`src/rtl/dcd_pkg.sv`:
```
// Package: shared cycle-type codes for the DRAM strobe cycle decoder.
// Assumes: the numeric values are visible at the ports and fixed by the requirements.
package dcd_pkg;

    typedef enum logic [2:0] {
        KIND_READ     = 3'd0,
        KIND_EARLY_WR = 3'd1,
        KIND_LATE_WR  = 3'd2,
        KIND_PAGE     = 3'd3,
        KIND_ROW_ONLY = 3'd4,
        KIND_CBR      = 3'd5,
        KIND_HIDDEN   = 3'd6,
        KIND_SELF     = 3'd7
    } cyc_kind_e;

    typedef enum logic [1:0] {
        MODE_IDLE   = 2'd0,
        MODE_ACCESS = 2'd1,
        MODE_CBR    = 2'd2,
        MODE_HIDDEN = 2'd3
    } period_mode_e;

endpackage

```
`src/rtl/dcd_sync.sv`:
```
// Module: dcd_sync
// Two-stage register chain per bit. Strobes use it to settle metastability,
// and the address uses it to stay aligned with the strobes.
// Assumes: the input changes no faster than once per three clocks.
module dcd_sync #(
    parameter int   W       = 1,
    parameter logic RST_VAL = 1'b0
) (
    input  logic         clk,
    input  logic         rst_n,
    input  logic [W-1:0] d,
    output logic [W-1:0] q
);

    for (genvar i = 0; i < W; i++) begin : g_bit
        logic s1, s2;

        // Shift the bit through two flops.
        always_ff @(posedge clk) begin
            if (!rst_n) begin
                s1 <= RST_VAL;
                s2 <= RST_VAL;
            end else begin
                s1 <= d[i];
                s2 <= s1;
            end
        end

        assign q[i] = s2;
    end

endmodule

```
`src/rtl/dcd_classifier.sv`:
```
// Module: dcd_classifier
// Tracks one row-strobe low period from synchronized strobes and publishes
// a registered report at the row-strobe rise.
// Assumes: inputs are already synchronized, and edges of different strobes
// fall in different samples.
module dcd_classifier
    import dcd_pkg::*;
#(
    parameter int ADDR_W      = 12,
    parameter int CNT_W       = 4,
    parameter int SELF_CYCLES = 10000
) (
    input  logic              clk,
    input  logic              rst_n,
    input  logic              ras,
    input  logic              cas,
    input  logic              we,
    input  logic              oe,
    input  logic [ADDR_W-1:0] addr,
    output logic              out_valid,
    output logic [2:0]        out_kind,
    output logic [ADDR_W-1:0] out_row,
    output logic [ADDR_W-1:0] out_col,
    output logic [CNT_W-1:0]  out_acc,
    output logic              out_viol
);

    localparam int SR_W = $clog2(SELF_CYCLES + 1);
    localparam logic [SR_W-1:0] SR_LIMIT = SR_W'(SELF_CYCLES);

    logic              ras_q, cas_q, we_q;
    logic              ras_fall, ras_rise, cas_fall, we_fall;
    period_mode_e      mode;
    logic [ADDR_W-1:0] row_r, col_r;
    logic [CNT_W-1:0]  acc_r;
    logic              early_r, late_r, oe_hi_seen, cas_held;
    logic [SR_W-1:0]   hold_cnt;
    logic              sr_hit;
    cyc_kind_e         kind_nxt;

    assign ras_fall = ras_q & ~ras;
    assign ras_rise = ~ras_q & ras;
    assign cas_fall = cas_q & ~cas;
    assign we_fall  = we_q & ~we;
    assign sr_hit   = (hold_cnt >= SR_LIMIT);

    // Keep the previous sample of each strobe for edge detection.
    always_ff @(posedge clk) begin
        if (!rst_n) begin
            ras_q <= 1'b1;
            cas_q <= 1'b1;
            we_q  <= 1'b1;
        end else begin
            ras_q <= ras;
            cas_q <= cas;
            we_q  <= we;
        end
    end

    // Period tracker: mode, addresses, access count and write-order flags.
    always_ff @(posedge clk) begin
        if (!rst_n) begin
            mode       <= MODE_IDLE;
            row_r      <= '0;
            col_r      <= '0;
            acc_r      <= '0;
            early_r    <= 1'b0;
            late_r     <= 1'b0;
            oe_hi_seen <= 1'b0;
        end else if (ras_fall) begin
            col_r      <= '0;
            acc_r      <= '0;
            early_r    <= 1'b0;
            late_r     <= 1'b0;
            oe_hi_seen <= oe;
            if (!cas) begin
                mode  <= cas_held ? MODE_HIDDEN : MODE_CBR;
                row_r <= '0;
            end else begin
                mode  <= MODE_ACCESS;
                row_r <= addr;
            end
        end else if (ras_rise) begin
            mode <= MODE_IDLE;
        end else if (mode == MODE_ACCESS) begin
            if (oe) oe_hi_seen <= 1'b1;
            if (cas_fall) begin
                col_r <= addr;
                if (acc_r != '1) acc_r <= acc_r + 1'b1;
                if (!we) early_r <= 1'b1;
            end else if (we_fall && !cas) begin
                late_r <= 1'b1;
            end
        end
    end

    // Remember a column strobe held low from an accessed period for hidden refresh.
    always_ff @(posedge clk) begin
        if (!rst_n)                cas_held <= 1'b0;
        else if (cas)              cas_held <= 1'b0;
        else if (ras_rise)         cas_held <= (mode == MODE_ACCESS) && (acc_r != '0);
    end

    // Count sampled clocks of row strobe low during a CAS-before-RAS period.
    always_ff @(posedge clk) begin
        if (!rst_n || ras_fall)                     hold_cnt <= '0;
        else if (mode == MODE_CBR && !ras && !sr_hit) hold_cnt <= hold_cnt + 1'b1;
    end

    // Decide the type that the current period would report.
    always_comb begin
        unique case (mode)
            MODE_CBR:    kind_nxt = sr_hit ? KIND_SELF : KIND_CBR;
            MODE_HIDDEN: kind_nxt = KIND_HIDDEN;
            default: begin
                if (acc_r == '0)                      kind_nxt = KIND_ROW_ONLY;
                else if (acc_r > CNT_W'(1))           kind_nxt = KIND_PAGE;
                else if (late_r)                      kind_nxt = KIND_LATE_WR;
                else if (early_r)                     kind_nxt = KIND_EARLY_WR;
                else                                  kind_nxt = KIND_READ;
            end
        endcase
    end

    // Publish the report register with a one-clock valid at the row-strobe rise.
    always_ff @(posedge clk) begin
        if (!rst_n) begin
            out_valid <= 1'b0;
            out_kind  <= '0;
            out_row   <= '0;
            out_col   <= '0;
            out_acc   <= '0;
            out_viol  <= 1'b0;
        end else begin
            out_valid <= ras_rise;
            if (ras_rise) begin
                out_kind <= kind_nxt;
                out_row  <= row_r;
                out_col  <= col_r;
                out_acc  <= acc_r;
                out_viol <= (kind_nxt == KIND_LATE_WR) && !oe_hi_seen;
            end
        end
    end

    // a report lasts one clock only
    a_r2_single_pulse: assert property (@(posedge clk) disable iff (!rst_n)
        out_valid |=> !out_valid);
    // every row-strobe rise is followed by a report
    a_r2_rise_reports: assert property (@(posedge clk) disable iff (!rst_n)
        ras_rise |=> out_valid);
    // violation appears only with a late-write report
    a_r11_viol_late_only: assert property (@(posedge clk) disable iff (!rst_n)
        (out_valid && out_viol) |-> (out_kind == KIND_LATE_WR));
    // refresh reports carry no address
    a_r8_refresh_no_addr: assert property (@(posedge clk) disable iff (!rst_n)
        (out_valid && (out_kind == KIND_CBR || out_kind == KIND_HIDDEN || out_kind == KIND_SELF))
        |-> (out_row == '0 && out_col == '0));
    // a page report counts more than one access
    a_r6_page_count: assert property (@(posedge clk) disable iff (!rst_n)
        (out_valid && out_kind == KIND_PAGE) |-> (out_acc > CNT_W'(1)));

endmodule

```
`src/rtl/dram_cycle_decoder.sv`:
```
// Module: dram_cycle_decoder (top)
// Synchronizes the DRAM strobes and address to the system clock and
// classifies each row-strobe period into a one-clock report.
// Assumes: bus edges are at least three system clocks apart.
module dram_cycle_decoder #(
    parameter int ADDR_W      = 12,
    parameter int CNT_W       = 4,
    parameter int SELF_CYCLES = 10000
) (
    input  logic              clk,
    input  logic              rst_n,
    input  logic              ras_n,
    input  logic              cas_n,
    input  logic              we_n,
    input  logic              oe_n,
    input  logic [ADDR_W-1:0] addr,
    output logic              cyc_valid,
    output logic [2:0]        cyc_kind,
    output logic [ADDR_W-1:0] cyc_row,
    output logic [ADDR_W-1:0] cyc_col,
    output logic [CNT_W-1:0]  cyc_accesses,
    output logic              cyc_violation
);

    localparam int NSTROBE = 4;

    logic [NSTROBE-1:0] strobe_s;
    logic [ADDR_W-1:0]  addr_s;

    dcd_sync #(.W(NSTROBE), .RST_VAL(1'b1)) u_strobe_sync (
        .clk   (clk),
        .rst_n (rst_n),
        .d     ({oe_n, we_n, cas_n, ras_n}),
        .q     (strobe_s)
    );

    dcd_sync #(.W(ADDR_W), .RST_VAL(1'b0)) u_addr_sync (
        .clk   (clk),
        .rst_n (rst_n),
        .d     (addr),
        .q     (addr_s)
    );

    dcd_classifier #(
        .ADDR_W      (ADDR_W),
        .CNT_W       (CNT_W),
        .SELF_CYCLES (SELF_CYCLES)
    ) u_classifier (
        .clk       (clk),
        .rst_n     (rst_n),
        .ras       (strobe_s[0]),
        .cas       (strobe_s[1]),
        .we        (strobe_s[2]),
        .oe        (strobe_s[3]),
        .addr      (addr_s),
        .out_valid (cyc_valid),
        .out_kind  (cyc_kind),
        .out_row   (cyc_row),
        .out_col   (cyc_col),
        .out_acc   (cyc_accesses),
        .out_viol  (cyc_violation)
    );

endmodule

```
`config.mk`:
```
export PLATFORM = sky130hd
export DESIGN_NAME = dram_cycle_decoder
export DESIGN_NICKNAME = d
export VERILOG_FILES = /design/src/rtl/dcd_pkg.sv /design/src/rtl/dcd_sync.sv /design/src/rtl/dcd_classifier.sv /design/src/rtl/dram_cycle_decoder.sv
export SDC_FILE = /design/constraint.sdc
export NUM_CORES = 1
export LEC_CHECK = 0
export ABC_AREA = 1
export BUFFER_PORTS_ARGS = -buffer_cell sky130_fd_sc_hd__buf_4
export CAP_MARGIN = 5
export CORE_MARGIN = 2
export CORE_UTILIZATION = 50
export CTS_CLUSTER_DIAMETER = 80
export CTS_CLUSTER_SIZE = 28
export DETAILED_ROUTE_END_ITERATION = 12
export PLACE_DENSITY_LB_ADDON = 0.12
export SLEW_MARGIN = 20
export SYNTH_ARGS = -nofsm -noshare
export SYNTH_HDL_FRONTEND = slang
export SYNTH_SLANG_ARGS = --single-unit
export TNS_END_PERCENT = 10
```
`constraint.sdc`:
```
create_clock -name clk -period 2.18 [get_ports clk]
set_clock_uncertainty 0.2 [all_clocks]
set_input_delay 0.436 -clock clk [delete_from_list [all_inputs] [get_ports clk]]
set_output_delay 0.436 -clock clk [all_outputs]
set_load 0.005 [all_outputs]
```
==> reports/results.tsv <==
metric	value	unit
status	complete, no violations	
synthesized cell area	4300	µm²
H-tree Lvls	4	
DRC errors left	0	
largest net degree at the start of global routing	58	
LEAKAGE	2.47	nW
Sequential cell area	2320	µm²
Hold Crit Class	in2reg	
RR Endpoint	u_classifier.acc_r[3]	
root buf cell	clkbuf_8	
First-pass DRT Iterations	6	
Slew @ Worst Pin	527	ps
number of buffers created by CTS	17	
Die Footprint	9350	µm²
minimum clock period	1880	ps
syn_area_per_cell	8.03	µm²
maxcap violations	0	
CTS clk-pin slew, worst paths	60	ps
slowest cell delay on critical path	340	ps
fmax	0.531	GHz
fin. max-slew vios	0	
Setup CP Type	reg2reg	
area of the multi-input gates	1620	µm²
CP endpoint kind	flop	
Final setup viols	0	
Startpoint Class	flop	
die height	96.7	µm
Ys Warns	0	
Fill cells	722	
total number of vias	3504	
hold depth	3	
antenna violations before repair	0	
Placed Area	4750	µm²
antenna fix cells	0	
CTS Sinks	116	
area grow syn2layout	27.4	%
crit path max fanout	15	
RR Startpoint	u_classifier.ras_q	
syn_nets	562	
Max rail drop VDD	658	µV
Routed WL per cell	12.5	µm
grt total ovfl	0	
Critical Path Slowest Stage Cell	dfxtp_1	
vias in the first global route	3313	
layout cells sized above 1	18.8	%
register area share after synthesis	54.1	%
core area	8260	µm²
first-pass GRT wire length	15.4	mm
initial core utilization	52.0	%
final setup TNS	0	ps
hold endpoint	u_classifier.mode[0]	
critical-path cell list	inv_1 > ha_1 > nor2_1 > nand3_1 > inv_2 > o21ai_2 > o21ai_1 > nand2_1 > nor2_1	
Tot GR Track Use	20.1	%
max_slew headroom	64.8	%
post-DP HPWL	5.94	mm
Tot Pwr	4.97	mW
WP data arrival	2130	ps
Critical Path RT	2420	ps
routed wire length	9.05	mm
IO buf count	50	
number of DRC markers in iteration 0	166	
number of synthesized register bits	116	
R2R depth	9	
I/O pin count	51	
DR vias/cell	4.85	
Routability Congestion	0.785	
Layout Nets	632	
worst path bufs/invs	2	
final period utilization	86.4	%
unrepaired setup endpoints after global routing	no	
most frequent CP cell	nor2_1	
Setup Fix Bufs, Post-CTS	0	
reg2reg setup slack	300	ps
Clk Latency, worst-skew pair	510	ps
Yosys cell types	32	
pwr/cell area	909	nW/µm²
Post-DRT Antenna Nets	0	
kind of cell adding the most delay to the critical path	simple AND/OR/NAND/NOR gates	
Die W	96.7	µm
Final Cell Area	5470	µm²
CTS Buffer Depth	2	
Synth Instances	535	
CTS tree	built	
Site Rows	33	
hold path startpoint	rst_n	
Fin. Hold Viols	0	
[cell usage after synthesis, drive strengths merged]
cell type	n	share of area, %
dfxtp	116	54
nand2	100	9.1
nor2	79	7.0
inv	67	5.9
o21ai	57	6.7
a21oi	36	4.9
clkbuf	15	1.3
nand3	11	1.4
o22ai	10	1.5
ha	9	2.6
or2	9	1.3
buf	7	1.0
nor3	6	0.96
xor2	3	0.61
nand3b	2	0.35
nand4	2	0.29
xnor2	2	0.41
clkinv	1	0.087
o211ai	1	0.17
o21bai	1	0.17
o31ai	1	0.17
[cells by family after synthesis]
group	share of synthesized area [%]
AOI/OAI and AO/OA	13.6
adders and majority gates	2.62
and+or+nand+nor	20.4
buffers and inverters	8.33
DFF	54.1
xor gates and xnor gates	1.02
[metrics by stage]
step,util (%),hold slack [ps],setup slack (ps),std cells
final,66.2,94.0,296,723
after global routing,66.2,99.6,98.7,723
after global placement,57.5,192,395,675
after floorplan,-,190,602,535
after CTS,66.2,88.2,301,723
after detailed placement,57.5,195,343,675
[power by group]
group | total (mW) | switching [mW] | internal (mW)
logic | 0.207 | 0.107 | 0.0995
clock network | 2.57 | 0.952 | 1.62
registers | 2.20 | 0.0240 | 2.17
[layer usage]
layer / vias up / routed length (µm) / global-route usage [%]
met3: 13 / 380 / 5.27
met4: 0 / 140 / 8.23
li1: 1831 / - / -
met5: - / 0 / 0
met2: 66 / 4230 / 32.0
met1: 1594 / 4300 / 26.0
[timing repair]
action,CTS,global route
resized for setup,0,0
hold endpoints to repair,16,0
hold buffers,16,0
[worst register-to-register path, delay by kind of cell, from the launching register on]
family,cells,cell delay (ps)
AOI/OAI and AO/OA,2,310
adders and majority gates,1,240
buffers and inverters,2,310
DFF,1,340
and+or+nand+nor,4,420
[final cells by class]
cell class	instances	share of cell area, %
tap	105	2.40
clock inverter	13	2.49
clock buffer	19	7.71
timing repair buffer	73	10.8
inverter	68	4.67
multi-input combinational	329	29.5
sequential	116	42.5
[flip-flops by register name, summed over array words and instances (netlist names), 2 cells and up]
signal and flops:
u_classifier.hold_cnt 14, u_addr_sync.g_bit.s1 12, u_addr_sync.g_bit.s2 12, u_classifier.col_r 12, u_classifier.out_col 12, u_classifier.out_row 12, u_classifier.row_r 12, u_classifier.acc_r 4
u_classifier.out_acc 4, u_strobe_sync.g_bit.s1 4, u_strobe_sync.g_bit.s2 4, u_classifier.out_kind 3, u_classifier.mode 2
[worst max path at each step]
stage                            start                     to  cells after the start
floorplan           u_classifier.ras_q  u_classifier.acc_r[1]                      8
global placement    u_classifier.ras_q  u_classifier.acc_r[3]                      9
finish              u_classifier.ras_q  u_classifier.acc_r[3]                      9
CTS                 u_classifier.ras_q  u_classifier.acc_r[3]                      9
global route        u_classifier.ras_q  u_classifier.acc_r[2]                      8
detailed placement  u_classifier.ras_q  u_classifier.acc_r[0]                      8
[placed cells by master, fill, tap and decap left out, types with 9 or more instances in the layout]
cell type,instances
dfxtp_1,116
nand2_1,96
nor2_1,78
inv_1,63
buf_4,57
o21ai_0,54
a21oi_1,28
clkbuf_16,16
dlygate4sd3_1,16
nand3_1,10
o22ai_1,10
or2_2,9
ha_1,9
No activity file was read; power rests on OpenSTA's default activity.
